==> config.mk <==
export PLATFORM = sky130hd
export DESIGN_NAME = wfq_tag_sched
export DESIGN_NICKNAME = d
export VERILOG_FILES = /design/src/rtl/wfq_pkg.sv /design/src/rtl/wfq_tag_fifo.sv /design/src/rtl/wfq_min_select.sv /design/src/rtl/wfq_ctrl.sv /design/src/rtl/wfq_datapath.sv /design/src/rtl/wfq_tag_sched.sv
export SDC_FILE = /design/constraint.sdc
export NUM_CORES = 1
export LEC_CHECK = 0
export BUFFER_PORTS_ARGS = -buffer_cell sky130_fd_sc_hd__buf_4
export CAP_MARGIN = 20
export CORE_MARGIN = 1
export CORE_UTILIZATION = 39
export DETAILED_ROUTE_END_ITERATION = 7
export PLACE_DENSITY = 0.57
export SYNTH_ARGS = -nofsm -noshare
export SYNTH_HDL_FRONTEND = slang
export SYNTH_SLANG_ARGS = --single-unit
==> constraint.sdc <==
create_clock -name clk -period 11.7 [get_ports clk]
set_clock_uncertainty 0.2 [all_clocks]
set_input_delay 1.17 -clock clk [delete_from_list [all_inputs] [get_ports clk]]
set_output_delay 1.17 -clock clk [all_outputs]
set_load 0.01 [all_outputs]
==> src/rtl/wfq_pkg.sv <==
package wfq_pkg;
  // Strobes issued by the control to the datapath every cycle
  typedef struct packed {
    logic doPush;    // store the arriving stamp
    logic reject;    // arrival dropped, flow full
    logic doPop;     // remove the winning head
    logic grant;     // report the winner next cycle
  } ctrl_strobes_t;
endpackage

==> src/rtl/wfq_tag_fifo.sv <==
module wfq_tag_fifo #(
  parameter int TAG_W = 24,
  parameter int DEPTH = 8
) (
  input  logic             clk,
  input  logic             rstN,
  input  logic             push,
  input  logic             pop,
  input  logic [TAG_W-1:0] din,
  output logic [TAG_W-1:0] headTag,
  output logic             notEmpty,
  output logic             isFull
);
  localparam int PTR_W = (DEPTH > 1) ? $clog2(DEPTH) : 1;
  localparam int CNT_W = $clog2(DEPTH + 1);

  logic [TAG_W-1:0] mem [DEPTH];
  logic [PTR_W-1:0] rdPtr, wrPtr;
  logic [CNT_W-1:0] count;

  function automatic logic [PTR_W-1:0] nextPtr(input logic [PTR_W-1:0] p);
    return (int'(p) == DEPTH - 1) ? '0 : p + 1'b1;
  endfunction

  always_ff @(posedge clk) begin
    if (!rstN) begin
      rdPtr <= '0;
      wrPtr <= '0;
      count <= '0;
    end else begin
      if (push) begin
        mem[wrPtr] <= din;
        wrPtr      <= nextPtr(wrPtr);
      end
      if (pop) rdPtr <= nextPtr(rdPtr);
      if (push && !pop)      count <= count + 1'b1;
      else if (pop && !push) count <= count - 1'b1;
    end
  end

  assign headTag  = mem[rdPtr];
  assign notEmpty = (count != '0);
  assign isFull   = (int'(count) == DEPTH);

  // the control never stores into a full buffer
  p_no_overflow_r8: assert property (@(posedge clk) disable iff (!rstN)
    push |-> (int'(count) < DEPTH || pop));
  // the control never removes from an empty buffer
  p_no_underflow_r9: assert property (@(posedge clk) disable iff (!rstN)
    pop |-> (count != '0));
endmodule

==> src/rtl/wfq_min_select.sv <==
module wfq_min_select #(
  parameter int NUM_FLOWS = 4,
  parameter int TAG_W     = 24,
  parameter int FLOW_W    = 2
) (
  input  logic                            clk,
  input  logic                            rstN,
  input  logic [NUM_FLOWS-1:0]            validVec,
  input  logic [NUM_FLOWS-1:0][TAG_W-1:0] headTags,
  output logic                            anyValid,
  output logic [FLOW_W-1:0]               winIdx,
  output logic [TAG_W-1:0]                winTag
);
  // Linear scan, strict less-than keeps the lowest index on ties
  always_comb begin
    anyValid = 1'b0;
    winIdx   = '0;
    winTag   = '0;
    for (int i = 0; i < NUM_FLOWS; i++) begin
      if (validVec[i] && (!anyValid || headTags[i] < winTag)) begin
        anyValid = 1'b1;
        winIdx   = FLOW_W'(i);
        winTag   = headTags[i];
      end
    end
  end

  for (genvar g = 0; g < NUM_FLOWS; g++) begin : g_chk
    // no valid head is smaller than the chosen one
    p_min_tag_r5: assert property (@(posedge clk) disable iff (!rstN)
      validVec[g] |-> (headTags[winIdx] <= headTags[g]));
    // every lower-index valid head is strictly larger
    p_tie_low_r6: assert property (@(posedge clk) disable iff (!rstN)
      (validVec[g] && g < int'(winIdx)) |-> (headTags[g] > headTags[winIdx]));
  end
endmodule

==> src/rtl/wfq_ctrl.sv <==
module wfq_ctrl
  import wfq_pkg::*;
#(
  parameter int NUM_FLOWS = 4,
  parameter int FLOW_W    = 2
) (
  input  logic                 enqValid,
  input  logic [FLOW_W-1:0]    enqFlow,
  input  logic                 deqReq,
  input  logic [NUM_FLOWS-1:0] fullVec,
  input  logic                 anyValid,
  output ctrl_strobes_t        strb
);
  logic flowFull;

  assign flowFull = fullVec[enqFlow];

  always_comb begin
    strb.doPush = enqValid && !flowFull;
    strb.reject = enqValid && flowFull;
    strb.doPop  = deqReq && anyValid;
    strb.grant  = deqReq && anyValid;
  end
endmodule

==> src/rtl/wfq_datapath.sv <==
module wfq_datapath
  import wfq_pkg::*;
#(
  parameter int NUM_FLOWS  = 4,
  parameter int TAG_W      = 24,
  parameter int LEN_W      = 16,
  parameter int SH_W       = 3,
  parameter int FIFO_DEPTH = 8,
  parameter int FLOW_W     = 2
) (
  input  logic                 clk,
  input  logic                 rstN,
  input  ctrl_strobes_t        strb,
  input  logic [FLOW_W-1:0]    enqFlow,
  input  logic [LEN_W-1:0]     enqLen,
  input  logic [TAG_W-1:0]     roundNow,
  input  logic                 cfgWrEn,
  input  logic [FLOW_W-1:0]    cfgFlow,
  input  logic [SH_W-1:0]      cfgShift,
  output logic [NUM_FLOWS-1:0] fullVec,
  output logic                 anyValid,
  output logic                 deqGrant,
  output logic [FLOW_W-1:0]    deqFlow,
  output logic [TAG_W-1:0]     deqTag,
  output logic                 enqError
);
  localparam int PAD_W = TAG_W - LEN_W;

  logic [SH_W-1:0]                 wShift  [NUM_FLOWS];
  logic [TAG_W-1:0]                lastTag [NUM_FLOWS];
  logic [NUM_FLOWS-1:0]            validVec;
  logic [NUM_FLOWS-1:0][TAG_W-1:0] headTags;
  logic [FLOW_W-1:0]               winIdx;
  logic [TAG_W-1:0]                winTag;
  logic [TAG_W-1:0]                startTag, scaledLen, finishTag;

  // Stamp computation for the arriving packet
  always_comb begin
    startTag  = validVec[enqFlow] ? lastTag[enqFlow] : roundNow;
    scaledLen = {{PAD_W{1'b0}}, enqLen >> wShift[enqFlow]};
    finishTag = startTag + scaledLen;
  end

  always_ff @(posedge clk) begin
    if (!rstN) begin
      for (int i = 0; i < NUM_FLOWS; i++) begin
        wShift[i]  <= '0;
        lastTag[i] <= '0;
      end
      deqGrant <= 1'b0;
      deqFlow  <= '0;
      deqTag   <= '0;
      enqError <= 1'b0;
    end else begin
      if (cfgWrEn)     wShift[cfgFlow]  <= cfgShift;
      if (strb.doPush) lastTag[enqFlow] <= finishTag;
      deqGrant <= strb.grant;
      enqError <= strb.reject;
      if (strb.grant) begin
        deqFlow <= winIdx;
        deqTag  <= winTag;
      end
    end
  end

  for (genvar g = 0; g < NUM_FLOWS; g++) begin : g_flow
    logic pushHere, popHere;
    assign pushHere = strb.doPush && (enqFlow == FLOW_W'(g));
    assign popHere  = strb.doPop  && (winIdx  == FLOW_W'(g));

    wfq_tag_fifo #(.TAG_W(TAG_W), .DEPTH(FIFO_DEPTH)) i_fifo (
      .clk      (clk),
      .rstN     (rstN),
      .push     (pushHere),
      .pop      (popHere),
      .din      (finishTag),
      .headTag  (headTags[g]),
      .notEmpty (validVec[g]),
      .isFull   (fullVec[g])
    );
  end

  wfq_min_select #(.NUM_FLOWS(NUM_FLOWS), .TAG_W(TAG_W), .FLOW_W(FLOW_W)) i_min (
    .clk      (clk),
    .rstN     (rstN),
    .validVec (validVec),
    .headTags (headTags),
    .anyValid (anyValid),
    .winIdx   (winIdx),
    .winTag   (winTag)
  );

  // an error pulse lasts one cycle unless another rejected arrival follows
  p_err_pulse_r8: assert property (@(posedge clk) disable iff (!rstN)
    enqError |-> $past(strb.reject));
endmodule

==> src/rtl/wfq_tag_sched.sv <==
module wfq_tag_sched
  import wfq_pkg::*;
#(
  parameter int NUM_FLOWS  = 4,
  parameter int TAG_W      = 24,
  parameter int LEN_W      = 16,
  parameter int SH_W       = 3,
  parameter int FIFO_DEPTH = 8,
  localparam int FLOW_W    = (NUM_FLOWS > 1) ? $clog2(NUM_FLOWS) : 1
) (
  input  logic              clk,
  input  logic              rstN,
  input  logic              enqValid,
  input  logic [FLOW_W-1:0] enqFlow,
  input  logic [LEN_W-1:0]  enqLen,
  input  logic [TAG_W-1:0]  roundNow,
  input  logic              cfgWrEn,
  input  logic [FLOW_W-1:0] cfgFlow,
  input  logic [SH_W-1:0]   cfgShift,
  input  logic              deqReq,
  output logic              deqGrant,
  output logic [FLOW_W-1:0] deqFlow,
  output logic [TAG_W-1:0]  deqTag,
  output logic              enqError
);
  ctrl_strobes_t        strb;
  logic [NUM_FLOWS-1:0] fullVec;
  logic                 anyValid;

  wfq_ctrl #(.NUM_FLOWS(NUM_FLOWS), .FLOW_W(FLOW_W)) i_ctrl (
    .enqValid (enqValid),
    .enqFlow  (enqFlow),
    .deqReq   (deqReq),
    .fullVec  (fullVec),
    .anyValid (anyValid),
    .strb     (strb)
  );

  wfq_datapath #(
    .NUM_FLOWS(NUM_FLOWS), .TAG_W(TAG_W), .LEN_W(LEN_W), .SH_W(SH_W),
    .FIFO_DEPTH(FIFO_DEPTH), .FLOW_W(FLOW_W)
  ) i_dp (
    .clk      (clk),
    .rstN     (rstN),
    .strb     (strb),
    .enqFlow  (enqFlow),
    .enqLen   (enqLen),
    .roundNow (roundNow),
    .cfgWrEn  (cfgWrEn),
    .cfgFlow  (cfgFlow),
    .cfgShift (cfgShift),
    .fullVec  (fullVec),
    .anyValid (anyValid),
    .deqGrant (deqGrant),
    .deqFlow  (deqFlow),
    .deqTag   (deqTag),
    .enqError (enqError)
  );

  // a grant only follows a request
  p_grant_needs_req_r5: assert property (@(posedge clk) disable iff (!rstN)
    deqGrant |-> $past(deqReq));
  // an error only follows an arrival
  p_err_needs_enq_r8: assert property (@(posedge clk) disable iff (!rstN)
    enqError |-> $past(enqValid));
endmodule

* Word-level counts from Yosys, hierarchy flattened *
Memories as Yosys holds them, arrays and structs flattened. A register that Yosys moved wholly into a read port is not among the register bits.
Index checks and enable logic that the tools add are counted.

storage, ports and cells
  bits in registers = 68
  bits in writable memories = 876
  output and inout port bits = 28
  logic and storage cells = 176
  memories = 6

memories
  name                       words  width  rd ports  clocked after memory_dff  wr ports  RTL line            text
  i_dp.g_flow[0].i_fifo.mem  8      24     1         1                         1         wfq_tag_fifo.sv:17  logic [TAG_W-1:0] mem [DEPTH];
  i_dp.g_flow[1].i_fifo.mem  8      24     1         1                         1         wfq_tag_fifo.sv:17
  i_dp.g_flow[2].i_fifo.mem  8      24     1         1                         1         wfq_tag_fifo.sv:17
  i_dp.g_flow[3].i_fifo.mem  8      24     1         1                         1         wfq_tag_fifo.sv:17
  i_dp.lastTag               4      24     1         0                         4         wfq_datapath.sv:30  logic [TAG_W-1:0] lastTag [NUM_FLOWS];
  i_dp.wShift                4      3      1         0                         4         wfq_datapath.sv:29  logic [SH_W-1:0] wShift [NUM_FLOWS];

cells by class
  add/sub/neg operators = 17
  $lt $le $gt $ge = 4
  eq/ne operators = 18
  shift-type cells = 1
  muxes and demuxes = 65
  reductions and logical operators = 49

operators with widths
  operator                                                     count
  2-to-1 mux 24 bit                                            6
  less-than comparator 24 bit                                  3
  2-to-1 mux 3 bit                                             17
  2-to-1 mux 4 bit                                             8
  2-to-1 mux 1 bit                                             28
  adder 24 x 16 -> 24 bit                                      1
  adder 3 x 1 -> 3 bit (second input constant)                 8
  == test 3 x 1 -> 1 bit (second input constant)               8
  OR reduction 24 bit                                          1
  logical AND 1 bit                                            22
  adder 4 x 1 -> 4 bit (second input constant)                 4
  == test 4 bit (second input constant)                        4
  nonzero test 4 bit                                           4
  right shift 16 x 3 -> 16 bit                                 1
  subtractor 4 x 1 -> 4 bit (second input constant)            4
  zero test 1 bit                                              12
  == test 2 bit (second input constant)                        4
  2-to-1 mux 2 bit                                             4
  nonzero test 2 bit                                           4
  binary-select mux 1 bit (select 2 bit)                       2
  == test 2 x 1 -> 1 bit (second input constant)               2
  zero test 2 bit                                              2
  logical OR 1 bit                                             3
  less-than comparator 2 x 3 -> 1 bit (second input constant)  1
  OR reduction 3 bit                                           1

* Depth between registers and ports, before layout *
  word-level depth = 19
  gate-level depth with buffers = 45

* Modules after synthesis *
Synthesis repeated with hierarchy kept, for this count alone.

unflattened totals
  cells, all modules = 2424
  area, all modules = 42259.3 sq um

by module, submodules not included
  module          instances  cells an instance  area an instance (sq um)  sequential area each (sq um)
  wfq_tag_fifo    4          353                7931.4                    6025.8
  wfq_datapath    1          648                7609.8                    3803.6
  wfq_min_select  1          359                2875.3                    0.0
  wfq_ctrl        1          5                  48.8                      0.0

* Worst setup path after synthesis *
Ideal clock, no wire load.

  path kind = flip-flop to flip-flop
  from = register with a tool-made name
  to = register i_dp.g_flow[0].i_fifo.count[3]
  setup time = 0.071 ns
  data arrival time = 9.394 ns
  slack = 2.036 ns
  cell stages (with the launch flop) = 44
  path buffers = 7
  clock period less this slack = 9.664 ns
  cells stage by stage = dfxtp_1 -> buf_1 -> buf_1 -> mux4_2 -> mux2_2 -> ha_1 -> a211oi_1 -> o211ai_1 -> or4b_1 -> and2_1 -> nor3_2 -> buf_2 -> buf_2 -> a21oi_1 -> ha_1 -> nand2_1 -> nor4_1 -> o21ai_0 -> [8 not listed] -> a21o_1 -> a21oi_1 -> nor4_1 -> o31ai_1 -> a31oi_1 -> nor3b_1 -> a21oi_2 -> and3_1 -> buf_2 -> inv_1 -> ha_1 -> inv_1 -> ha_1 -> a21o_1 -> a21oi_1 -> xnor2_1 -> or3_1 -> a21oi_1

RTL lines
  what                  RTL line            text
  end signal, assigned  wfq_tag_fifo.sv:36  if (push && !pop) count <= count + 1'b1;
  end signal, assigned  wfq_tag_fifo.sv:37  else if (pop && !push) count <= count - 1'b1;
  end, declared         wfq_tag_fifo.sv:19  logic [CNT_W-1:0] count;

==> parameters.txt <==
Parameter                              Value

Placed design
  Port Buf Inserts ... just under 80
  Placer Congestion ... roughly 0.87
  Dpl cells ... around 3800
  Final HPWL from detailed placement ... around 65 mm
  Placed cell area ... about 44000 sq um

CTS
  Clock edge transition at the registers on the reported setup and hold paths ... 0.07 ns
  Root buffer selected by CTS ... sky130_fd_sc_hd__clkbuf_16
  Number of clock sinks ... between 900 and 1000
  Inserted Clock Buffers ... 100
  Maximum root-to-sink buffer count ... 3
  Clock network latency to the later pin of the worst-skew pair ... between 0.6 and 0.7 ns
  Clock tree from TritonCTS ... built
  Number of H-tree levels ... 3

Synthesis
  FF+latch count, synth ... ~960
  Area of the mapped netlist ... 41100 sq um
  Total of warnings raised by yosys ... 0
  Cell types occupying the most area after synthesis ... sky130_fd_sc_hd__edfxtp_1 (64%), sky130_fd_sc_hd__mux4_2 (12%), sky130_fd_sc_hd__dfxtp_1 (3.9%)
  Most frequent cells after synthesis ... sky130_fd_sc_hd__edfxtp_1 (876), sky130_fd_sc_hd__mux4_2 (220), sky130_fd_sc_hd__nor2_1 (200)
  Post-synth EDFFs ... slightly below 900
  Gate count after technology mapping ... about 2400
  Proportion of synthesized chip area in sequential cells ... 68.0%
  Most common flop cell mapped by yosys ... sky130_fd_sc_hd__edfxtp_1
  Biggest area consumer among synthesized cells ... sky130_fd_sc_hd__edfxtp_1
  Area share of the largest cell type after synthesis ... 64.1%
  Net count after synthesis ... around 2600
  Synth unique cells ... 60
  Fraction of synthesis flops using an asynchronous set or reset pin ... 0%
  Average cell area after synthesis ... between 15 and 20 sq um
  Most used standard cell by instance count after synthesis ... sky130_fd_sc_hd__edfxtp_1

Timing
  Unrepaired setup endpoints after global routing ... no
  Highest achievable clock rate ... a little over 90 MHz
  Headroom to the max-slew limit ... 29.4%
  Endpoints failing setup ... 0
  Post-route fraction of the period consumed by the critical path ... between 90% and 100%
  Post-layout min period ... around 11 ns
  Number of pins exceeding their max-slew limit in the final report ... 0
  Setup tns final ... 0 ns
  Hold violation count in the final report ... 0
  Transition time at the pin with the least slew margin ... about 1.1 ns

Layout
  Area growth, synth to finish ... 14.6%
  Final net count ... approximately 2700
  Share of final-layout standard cells stronger than drive strength 1 ... between 20% and 30%
  N_diodes ... 0
  Post-layout instance count excluding filler cells ... around 4000
  Final instance area ... roughly 47000 sq um

Detailed routing
  Iter 0 DRT Violations ... around 1900
  Total via count in the routed design ... around 22000
  Number of iterations in the first detailed-routing pass ... 5
  Vias per inst ... about 5.6
  Mean routed wirelength per cell ... 26.1 microns
  Wirelength, routed ... 105 mm
  DRC violations left ... 0
  Antenna Nets Post-Route ... 0

Setup path
  Master of the slowest instance on the critical path ... sky130_fd_sc_hd__dfxtp_2
  Required time of the worst setup path ... approximately 12 ns
  Most numerous cell on the critical path ... sky130_fd_sc_hd__ha_1
  CP Data Arrival Time ... ~11 ns
  Largest driver fanout on the critical path ... 35
  Critical Path Source Type ... flip-flop
  Kind of end point of the critical path ... flip-flop
  Biggest cell delay along the critical path ... ~0.91 ns
  Type of the worst setup path ... reg -> reg

Die
  Total die area ... roughly 110000 sq um
  Vertical extent of the die ... between 300 and 400 microns
  Area inside the core boundary ... 104000 sq um
  Cell row count ... about 120
  Die Wd ... between 300 and 400 microns
  Starting Density ... between 30 and 40%
  Top-level port count ... 80

Power
  Maximum vdd drop ... around 0.00021 V
  Power density over the cells ... between 200 and 300 nW/um^2
  Reported leakage power ... roughly 16 nW

Global route
  Maximum number of pins on one net before global-route repair ... 72
  Overall Global Routing Usage ... 19.7%
  First-pass GRT wire length ... 154 mm
  Number of antenna violations at the first check in global routing ... 1
  Global route overflow ... 0
  Vias in the first global route ... ~23000

Run status
  Run status ... finished clean

Min path
  Path class of the lowest-slack min-delay path ... reg -> reg

Run
  Max-capacitance violation count ... 0
[path summary, 6_finish.rpt]
| path | cells past startpoint | slack [ns] | from | endpoint |
|---|---|---|---|---|
| setup reg to reg | 37 | 0.75 | flip-flop | i_dp.g_flow[2].i_fifo.count[3]$_SDFFE_PN0P_ |
| setup / recovery | 37 | 0.75 | flip-flop | i_dp.g_flow[2].i_fifo.count[3]$_SDFFE_PN0P_ |
| hold reg to reg | 2 | 0.29 | i_dp.g_flow[1].i_fifo.rdPtr[1]$_SDFFE_PN0P_ | flip-flop |
| hold / removal | 2 | 0.29 | i_dp.g_flow[1].i_fifo.rdPtr[1]$_SDFFE_PN0P_ | flip-flop |
[registers in the layout (all words and copies together) (netlist names), 2 cells and up, named ones only]
| register | flops |
|---|---|
| i_dp.g_flow.i_fifo.count | 16 |
| i_dp.wShift | 12 |
| i_dp.deqTag | 24 |
| i_dp.g_flow.i_fifo.mem | 768 |
| i_dp.g_flow.i_fifo.rdPtr | 12 |
| i_dp.deqFlow | 2 |
| i_dp.g_flow.i_fifo.wrPtr | 12 |
| i_dp.lastTag | 96 |
[placed cells by master (no fill, tap or decap), types with 19 or more instances in the layout]
cell type / instances
sky130_fd_sc_hd__dfxtp_1: 71
sky130_fd_sc_hd__mux2_2: 133
sky130_fd_sc_hd__nand2b_1: 19
sky130_fd_sc_hd__edfxtp_1: 876
sky130_fd_sc_hd__nor2_1: 185
sky130_fd_sc_hd__buf_4: 166
sky130_fd_sc_hd__nor3_1: 22
sky130_fd_sc_hd__nand3_1: 45
sky130_fd_sc_hd__clkbuf_1: 31
sky130_fd_sc_hd__a21o_1: 21
sky130_fd_sc_hd__clkbuf_16: 102
sky130_fd_sc_hd__o21ai_0: 49
sky130_fd_sc_hd__nand3b_1: 19
sky130_fd_sc_hd__xnor2_1: 19
sky130_fd_sc_hd__inv_1: 56
sky130_fd_sc_hd__ha_1: 113
sky130_fd_sc_hd__mux4_2: 220
sky130_fd_sc_hd__nand2_1: 97
sky130_fd_sc_hd__a21oi_1: 67
sky130_fd_sc_hd__mux2i_1: 50
[per-layer routing]
layer / vias to the layer above / track usage (%) / part of all wire, %
met3: 169 / 2.90 / 5.2
met5: - / 0 / 0
met4: 0 / 6.40 / 3.3
li1: 9809 / - / -
met2: 632 / 32.4 / 48
met1: 11900 / 27.0 / 43
[cells by family (layout without fill, tap and decap cells)]
family,Yosys count,count (layout),synth area share [%]
muxes,406,406,17.0
xor gates and xnor gates,34,34,0.725
AOI/OAI and AO/OA,205,205,3.14
DFF,956,956,68.0
adders and majority gates,118,118,3.69
and+or+nand+nor,507,507,5.81
buffers and inverters,170,413,1.65
[timing repair]
| item | 4_1_cts | 5_1_grt |
|---|---|---|
| resized for setup | 0 | 1 |
| setup buffers | 0 | 2 |
| hold buffers | 0 | 0 |
| endpoints found under the setup margin | 0 | 4 |
[report_power, final]
group,leakage [nW],total (W),internal (W),switching (W)
clock,1.51,0.00303,0.00173,0.00130
sequential,8.70,0.00515,0.00500,0.000154
combinational,5.53,0.00574,0.00191,0.00382
[worst max-delay path: cells and delay by family (launching register included)]
kind,cells,cell delay (ns)
buffers and inverters,3,0.83
AND/OR/NAND/NOR,11,2.90
adder cells (fa/ha/maj),5,1.49
AO/OA/AOI/OAI,14,3.32
multiplexers,3,1.06
XOR/XNOR,1,0.10
flip-flops,1,0.91
[final cells by class]
type / instances / area, sq um
sequential: 956 / 27900
clock inverter: 44 / 345
tap: 1380 / 1730
clock buffer: 140 / 2770
fill: 8922 / 56900
timing repair buffer: 173 / 1420
multi-input combinational: 1270 / 12600
inverter: 56 / 210
[stage by stage]
step                hold WS [ns]  total power [W]  worst slack (ns)  util [%]
floorplan                  0.254          0.00869              2.04         -
global placement           0.274           0.0107             0.957      42.1
detailed placement         0.281           0.0109             0.739      42.1
CTS                        0.289           0.0140             0.665      45.1
global route               0.326           0.0146            0.0352      45.3
finish                     0.295           0.0139             0.754      45.3
Power figures use the tool's default switching activity.
